[config.mk]
export PLATFORM = sky130hd
export DESIGN_NAME = supply_rst_mon
export DESIGN_NICKNAME = d
export VERILOG_FILES = /design/src/rtl/srm_pkg.sv /design/src/rtl/srm_flag_filter.sv /design/src/rtl/srm_reset_seq.sv /design/src/rtl/srm_lowbatt.sv /design/src/rtl/supply_rst_mon.sv
export SDC_FILE = /design/constraint.sdc
export NUM_CORES = 1
export LEC_CHECK = 0
export ABC_CLOCK_PERIOD_IN_PS = 870
export CORE_UTILIZATION = 44
export DETAILED_ROUTE_END_ITERATION = 7
export PLACE_DENSITY_LB_ADDON = 0.3
export SLEW_MARGIN = 20
export SYNTH_ARGS = -nofsm -noshare
export SYNTH_HDL_FRONTEND = slang
export SYNTH_SLANG_ARGS = --single-unit
export TNS_END_PERCENT = 30
[constraint.sdc]
create_clock -name clk -period 0.87 [get_ports clk]
set_input_delay 0.174 -clock clk [delete_from_list [all_inputs] [get_ports clk]]
set_output_delay 0.174 -clock clk [all_outputs]
set_load 0.01 [all_outputs]
[src/rtl/srm_pkg.sv]
package srm_pkg;
  typedef struct packed {
    logic pg;
    logic hi;
    logic lo;
    logic osc;
  } flags_t;

  localparam int FLAG_PG  = 0;
  localparam int FLAG_HI  = 1;
  localparam int FLAG_LO  = 2;
  localparam int FLAG_OSC = 3;
  localparam int NFLAGS   = 4;
endpackage

[src/rtl/srm_flag_filter.sv]
module srm_flag_filter #(
  parameter int SYNC_STAGES = 2,
  parameter int STABLE_CYC  = 4
) (
  input  logic clk,
  input  logic rst,
  input  logic async_in,
  output logic sync_o,
  output logic filt_o
);
  localparam int CW = (STABLE_CYC > 1) ? $clog2(STABLE_CYC) : 1;
  localparam logic [CW-1:0] LAST = CW'(STABLE_CYC - 1);

  logic [SYNC_STAGES-1:0] pipe;
  logic [CW-1:0]          run;
  logic                   filt_q;

  always_ff @(posedge clk) begin
    if (rst) pipe <= '0;
    else     pipe <= {pipe[SYNC_STAGES-2:0], async_in};
  end

  assign sync_o = pipe[SYNC_STAGES-1];

  // Filtered value follows only after a full run of disagreeing samples.
  always_ff @(posedge clk) begin
    if (rst) begin
      filt_q <= 1'b0;
      run    <= '0;
    end else if (sync_o == filt_q) begin
      run <= '0;
    end else if (run == LAST) begin
      filt_q <= sync_o;
      run    <= '0;
    end else begin
      run <= run + 1'b1;
    end
  end

  assign filt_o = filt_q;

  a_r8_agree_holds: assert property (@(posedge clk) disable iff (rst)
    (sync_o == filt_q) |=> $stable(filt_q));
endmodule

[src/rtl/srm_reset_seq.sv]
module srm_reset_seq
  import srm_pkg::*;
(
  input  logic   clk,
  input  logic   rst,
  input  flags_t flt,
  output logic   rst_pin_n,
  output logic   regs_default,
  output logic   clk_out_en
);
  logic rel_ok, oe_ok;

  assign rel_ok = flt.pg & flt.hi & flt.osc;
  assign oe_ok  = flt.pg & flt.lo & flt.osc;

  always_ff @(posedge clk) begin
    if (rst) begin
      rst_pin_n    <= 1'b0;
      clk_out_en   <= 1'b0;
      regs_default <= 1'b1;
    end else begin
      rst_pin_n    <= rel_ok;
      clk_out_en   <= oe_ok;
      regs_default <= ~flt.pg;
    end
  end

  a_r2_release_needs_all: assert property (@(posedge clk) disable iff (rst)
    rst_pin_n |-> $past(flt.pg && flt.hi && flt.osc));
  a_r3_drop_reasserts: assert property (@(posedge clk) disable iff (rst)
    !(flt.pg && flt.hi && flt.osc) |=> !rst_pin_n);
  a_r4_clk_enable_cond: assert property (@(posedge clk) disable iff (rst)
    clk_out_en |-> $past(flt.pg && flt.lo && flt.osc));
  a_r1_pgood_low_defaults: assert property (@(posedge clk) disable iff (rst)
    !flt.pg |=> regs_default);
endmodule

[src/rtl/srm_lowbatt.sv]
module srm_lowbatt (
  input  logic clk,
  input  logic rst,
  input  logic hi_sync,
  input  logic stat_rd,
  input  logic rst_pin_n,
  output logic low_batt
);
  always_ff @(posedge clk) begin
    if (rst)                         low_batt <= 1'b0;
    else if (!hi_sync)               low_batt <= 1'b1;
    else if (stat_rd || !rst_pin_n)  low_batt <= 1'b0;
  end

  a_r5_dip_sets: assert property (@(posedge clk) disable iff (rst)
    !hi_sync |=> low_batt);
  a_r7_read_while_low: assert property (@(posedge clk) disable iff (rst)
    (!hi_sync && stat_rd) |=> low_batt);
  a_r6_clear_cause: assert property (@(posedge clk) disable iff (rst)
    ($fell(low_batt) && !$past(rst)) |->
      ($past(hi_sync) && ($past(stat_rd) || !$past(rst_pin_n))));
endmodule

[src/rtl/supply_rst_mon.sv]
module supply_rst_mon #(
  parameter int SYNC_STAGES = 2,
  parameter int CMP_STABLE  = 4
) (
  input  logic clk,
  input  logic rst,
  input  logic dig_pgood,
  input  logic rail_hi_ok,
  input  logic rail_lo_ok,
  input  logic osc_ready,
  input  logic stat_rd,
  output logic rst_pin_n,
  output logic regs_default,
  output logic clk_out_en,
  output logic low_batt
);
  import srm_pkg::*;

  logic [NFLAGS-1:0] raw, synced, filtered;
  flags_t            flt;

  assign raw[FLAG_PG]  = dig_pgood;
  assign raw[FLAG_HI]  = rail_hi_ok;
  assign raw[FLAG_LO]  = rail_lo_ok;
  assign raw[FLAG_OSC] = osc_ready;

  for (genvar g = 0; g < NFLAGS; g++) begin : g_flag
    localparam int STB = (g == FLAG_HI || g == FLAG_LO) ? CMP_STABLE : 1;
    srm_flag_filter #(.SYNC_STAGES(SYNC_STAGES), .STABLE_CYC(STB)) u_filt (
      .clk(clk), .rst(rst), .async_in(raw[g]),
      .sync_o(synced[g]), .filt_o(filtered[g])
    );
  end

  assign flt.pg  = filtered[FLAG_PG];
  assign flt.hi  = filtered[FLAG_HI];
  assign flt.lo  = filtered[FLAG_LO];
  assign flt.osc = filtered[FLAG_OSC];

  srm_reset_seq u_seq (
    .clk(clk), .rst(rst), .flt(flt),
    .rst_pin_n(rst_pin_n), .regs_default(regs_default), .clk_out_en(clk_out_en)
  );

  srm_lowbatt u_lb (
    .clk(clk), .rst(rst), .hi_sync(synced[FLAG_HI]), .stat_rd(stat_rd),
    .rst_pin_n(rst_pin_n), .low_batt(low_batt)
  );

  a_r9_reset_state: assert property (@(posedge clk)
    $past(rst) |-> (!rst_pin_n && !clk_out_en && regs_default && !low_batt));
endmodule

; ---- After elaboration in Yosys (flattened, before gate mapping)
; Index checks and enable logic that the tools add are counted.
; W data, S select, Z words.
[word_totals]
memories = 0
latch_bits = 0
mem_bits_ro = 0
ram_bits = 0
regBits = 22
input_bits = 7
wordCells = 50
[classes]
n_lt_le_gt_ge = 0
n_shift = 0
n_mux = 2
reduce_logical = 10
n_addsub = 4
n_div = 0
bitwise = 11
n_eq_ne = 7
n_mul = 0
[op_table]
columns = cell, n
row1 = $reduce_or A3 Y1, 4
row2 = $reduce_and A2 Y1, 4
row3 = $not A1 Y1, 7
row4 = $add A2 B1 Y2 const B, 2
row5 = $and A1 B1 Y1, 4
row6 = $eq A1 B1 Y1, 4
row7 = $eq A2 B2 Y1 const B, 2
row8 = $add A1 B1 Y1 const B, 2
row9 = $mux W1, 2
row10 = $ne A2 B1 Y1 const B, 1
row11 = $logic_not A1 Y1, 1
row12 = $logic_or A1 B1 Y1, 1

; ---- Logic depth before layout (Yosys ltp)
[logic_depth]
depth_word = 4
ltp_mapped = 3

; ---- Cells and area by module
; Synthesis repeated with hierarchy kept, for this count alone.
[hier_totals]
hier_cells = 53
area_unflattened_um2 = 686.9
[by_module_without_submodules]
columns = module, area_each_um2, instances, cells_per_inst, seq_area_each_um2
row1 = srm_flag_filter at g_flag[1].u_filt ..., 168.9, 2, 13, 100.1
row2 = srm_flag_filter at g_flag[0].u_filt ..., 115.1, 2, 9, 80.1
row3 = srm_reset_seq, 86.3, 1, 6, 60.1
row4 = srm_lowbatt, 32.5, 1, 3, 20.0

; ---- Worst setup path before layout
; No wires, ideal clock.
[synth_path]
kind = flip-flop to flip-flop
start = register g_flag[2].u_filt.run[0]
end = register g_flag[2].u_filt.filt_q
t_required_ns = 0.756
synth_period_minus_slack_ns = 0.926
t_arrival_ns = 0.812
slack_ns = -0.056
stages_incl_launch_ff = 4
cell_sequence = dfxtp_1 ha_1 mux2i_1 nor2_1
[synth_between]
elab_chain_len = 2
[synth_rtl]
columns = item, line_no
row1 = from (decl), srm_flag_filter.sv:15  ; logic [CW-1:0] run;
row2 = from (signal assigned), srm_flag_filter.sv:36  ; run <= run + 1'b1;
row3 = $eq A2 B2 Y1, srm_flag_filter.sv:32  ; end else if (run == LAST) begin
row4 = $reduce_and A2 Y1 (no source line), -
row5 = to (signal assigned), srm_flag_filter.sv:33  ; filt_q <= sync_o;
row6 = to (decl), srm_flag_filter.sv:16  ; logic filt_q;
; Every way passes these cells.
; A chain may end at the register's enable or synchronous reset.

; ---- Worst setup path after layout
[layout_path]
start = register u_seq.rst_pin_n
end = output port rst_pin_n
[layout_lines]
columns = item, line_no
row1 = from (decl), srm_reset_seq.sv:7  ; output logic rst_pin_n,
row2 = from (signal assigned), srm_reset_seq.sv:22  ; rst_pin_n <= rel_ok;
row3 = to (decl), supply_rst_mon.sv:12  ; output logic rst_pin_n,
; No word-level cell between the ends.

==> flow_summary_export.csv <==
group,metric,value,unit
final_layout,drive_gt1_share,34.2,%
yosys,yosysTopAreaCellShare,62.2,%
clock_network,numClockSinks,22,
timing,fin_crit_sh,105,%
grt,grt_use_met1,16.1,%
yosys,synth-seq-cells,22,
run_status,violations,"negative setup slack",
pwr,power.density,1730,nW/um^2
yosys,synthAdderAreaFrac,3.53,%
yosys,ys_top_cells_by_area,"dfxtp_1 (62%), mux2i_1 (5.7%), and2b_1 (5.3%), ha_1 (3.5%), nor2b_1 (3.5%)",
route,viasPerCell,4.65,
worst_setup_path,crit_buf_inv,1,
floorplan,die-width,42.1,um
final_layout,final_util,61.0,%
floorplan,ioPinCount,11,
clock_network,clock_path_buffers,2,
yosys,syn_inst,54,
pwr,power_frac_comb,6.2,%
place,place_congestion,0.607,
route,wl,933,um
yosys,async_flop_share,0,%
final_layout,final_nets,84,
timing,hold_violations,0,
timing,slew_violations,0,
pwr,seq_power_share,66.3,%
grt,antenna_found_initial,0,
yosys,ys_seq_area_share,62.2,%
grt,use_met3,2.59,%
yosys,synth_flop_cell,"dfxtp_1",
final_layout,diodes,0,
clock_network,h-tree-depth,1,
place,port_buffers,10,
grt,grt_pass1_wl,1680,um
worst_setup_path,path_cells,"buf_6",
route,dr.pass1.iters,1,
yosys,synth_common_cells,"dfxtp_1 (22), and2b_1 (5), mux2i_1 (4), nor2_1 (4), nor2b_1 (4)",
worst_setup_path,critPathMaxFanout,2,
yosys,synth_top_family_by_area,"simple AND/OR/NAND/NOR gates",
min_path,hold_path_class,"in -> reg",
floorplan,die_area,1770,sq um
route,vias,414,
timing,rsz0062_at_grt,"yes",
worst_setup_path,cp-end-kind,"output port",
grt,grt_max_degree,12,
yosys,synth_mux_area_share,5.65,%
pwr,p_sw,0.323,mW
route,routedWlPerCell,10.5,um
worst_setup_path,crit_path_start_kind,"flop",
route,drt_iter0_drc,0,
floorplan,start_util,47.0,%
timing,fin_skew,0.00320,ns
worst_setup_path,critical_path_required,0.70,ns
yosys,synth_warnings,0,
timing,holdWs,0.347,ns
yosys,ys_types,16,
clock_network,numCtsBuffers,3,
grt,grt_overflow_total,0,
timing,timing.final.ws_setup,-0.0468,ns
pwr,pwr-share-clk,27.5,%
timing,setup-violations-final,4,
yosys,synth.most_common_cell,"dfxtp_1",
grt,top_usage_layer,"met2",
clock_network,post_cts_buffers,0,
clock_network,clk_pin_slew,0.11,ns
clock_network,cts_tree,"built",
route,ant_nets,0,
yosys,synth_area,708,sq um
timing,min_period,0.917,ns
run_status,status,"finished, violations left",
pwr,intPower,1.27,mW
floorplan,row_count,14,
floorplan,coreArea,1510,sq um
worst_setup_path,cpPeakStageDelay,0.34,ns
yosys,synth-xor-area-share,2.47,%
grt,grt_usage,12.7,%
worst_setup_path,crit_family,"flip-flops",
worst_setup_path,slowest_stage,"dfxtp_2",
yosys,synth_compound_area_share,0.707,%
pwr,total_power,1.59,mW
route,drc,0,
pwr,p_leak,0.375,nW
yosys,synth_edf_count,0,
clock_network,root_buffer,"clkbuf_4",
yosys,yosysTopAreaCell,"dfxtp_1",
final_layout,area_growth_syn_to_layout,29.7,%
pwr,switching_share,20.3,%
yosys,synth_simple_gate_area_share,22.8,%
grt,met2_usage,20.0,%
yosys,syn_avg_cell_area,13.1,sq um
job,drv_cap,0,
timing,tns,-0.161,ns
place,hpwl,707,um
worst_setup_path,crit_type,"reg -> out",
worst_setup_path,worstPathArrival,0.74,ns
clock_network,insertion_delay,0.29,ns
floorplan,die_y,42.1,um
grt,grt_pass1_vias,417,
timing,fmaxAchievable,1090,MHz
final_layout,fill_cells,136,
pwr,peakVddDrop,1.15,mV
==> layout by cell type (no fill, tap or decap) <==
master and count:
dfxtp_1 17, buf_4 6, and2b_1 5, dfxtp_2 5
clkdlybuf4s50_1 5, nor2b_1 4, mux2i_1 4, nor2_1 4
clkbuf_4 3, nor4_2 2, and3_1 2, ha_4 2
conb_1 2, buf_6 2, buf_2 2, xnor2_1 1
inv_1 1, nor4b_2 1, xnor2_2 1, nor4b_4 1
nand3b_1 1, a21oi_1 1, dlygate4sd2_1 1
==> final cells by class <==
class	instances	area, sq um	share of cell area [%]
sequential	22	447	48.6
multi-input combinational	31	289	31.5
inverter	1	3.75	0.409
tap	16	20.0	2.18
timing repair buffer	16	136	14.9
clock buffer	3	22.5	2.45
==> power groups by stage <==
stage / clock [mW] / combinational [mW] / sequential (mW)
3_3_place_gp: 0 / 0.0984 / 1.07
3_5_place_dp: 0 / 0.101 / 1.07
6_report: 0.437 / 0.0981 / 1.05
4_1_cts: 0.442 / 0.0993 / 1.05
5_1_grt: 0.491 / 0.109 / 1.06
2_1_floorplan: 0 / 0.0437 / 1.07
==> logic make-up (layout without fill, tap and decap cells) <==
group | Yosys count | in the layout
and+or+nand+nor | 20 | 20
xor gates and xnor gates | 2 | 2
adders and majority gates | 2 | 2
buffers and inverters | 2 | 20
AOI/OAI and AO/OA | 1 | 1
muxes | 4 | 4
other | 1 | 2
DFF | 22 | 22
==> registers in the layout, summed over array words and instances, names as in the netlist <==
register / count
u_seq.clk_out_en: 1
u_lb.low_batt: 1
u_seq.rst_pin_n: 1
g_flag.u_filt.filt_o: 4
g_flag.u_filt.pipe: 8
g_flag.u_filt.run: 6
u_seq.regs_default: 1
==> per-stage QoR <==
stage / instance area (sq um) / setup slack (ns) / instances
2_1_floorplan: 727 / -0.000566 / 55
3_3_place_gp: 881 / -0.324 / 86
3_5_place_dp: 881 / -0.353 / 86
4_1_cts: 911 / -0.0590 / 89
5_1_grt: 918 / -0.0852 / 89
6_report: 918 / -0.0468 / 89
==> routing by layer <==
metal | part of all wire, % | up-vias
met2 | 48 | 11
met1 | 46 | 186
met4 | 0.64 | 0
li1 | - | 215
met5 | 0 | -
met3 | 4.8 | 2
==> worst paths after layout <==
path	cells after the start	end	slack, ns	start
max reg2reg	3	g_flag[2].u_filt.filt_o$_SDFFE_PP0P_	0	g_flag[2].u_filt.run[0]$_SDFF_PP0_
min reg2reg	1	g_flag[1].u_filt.pipe[1]$_SDFF_PP0_	0.44	g_flag[1].u_filt.pipe[0]$_SDFF_PP0_
min	3	u_seq.regs_default$_SDFF_PP1_	0.35	rst
max	1	rst_pin_n	-0.05	u_seq.rst_pin_n$_SDFF_PP0_
==> timing repair <==
action,CTS,global route
hold endpoints to repair,0,0
hold buffers,0,0
endpoints found under the setup margin,11,9
pin swaps,1,2
resized for setup,25,1
Note: power is estimated with default switching activity, not from simulation.
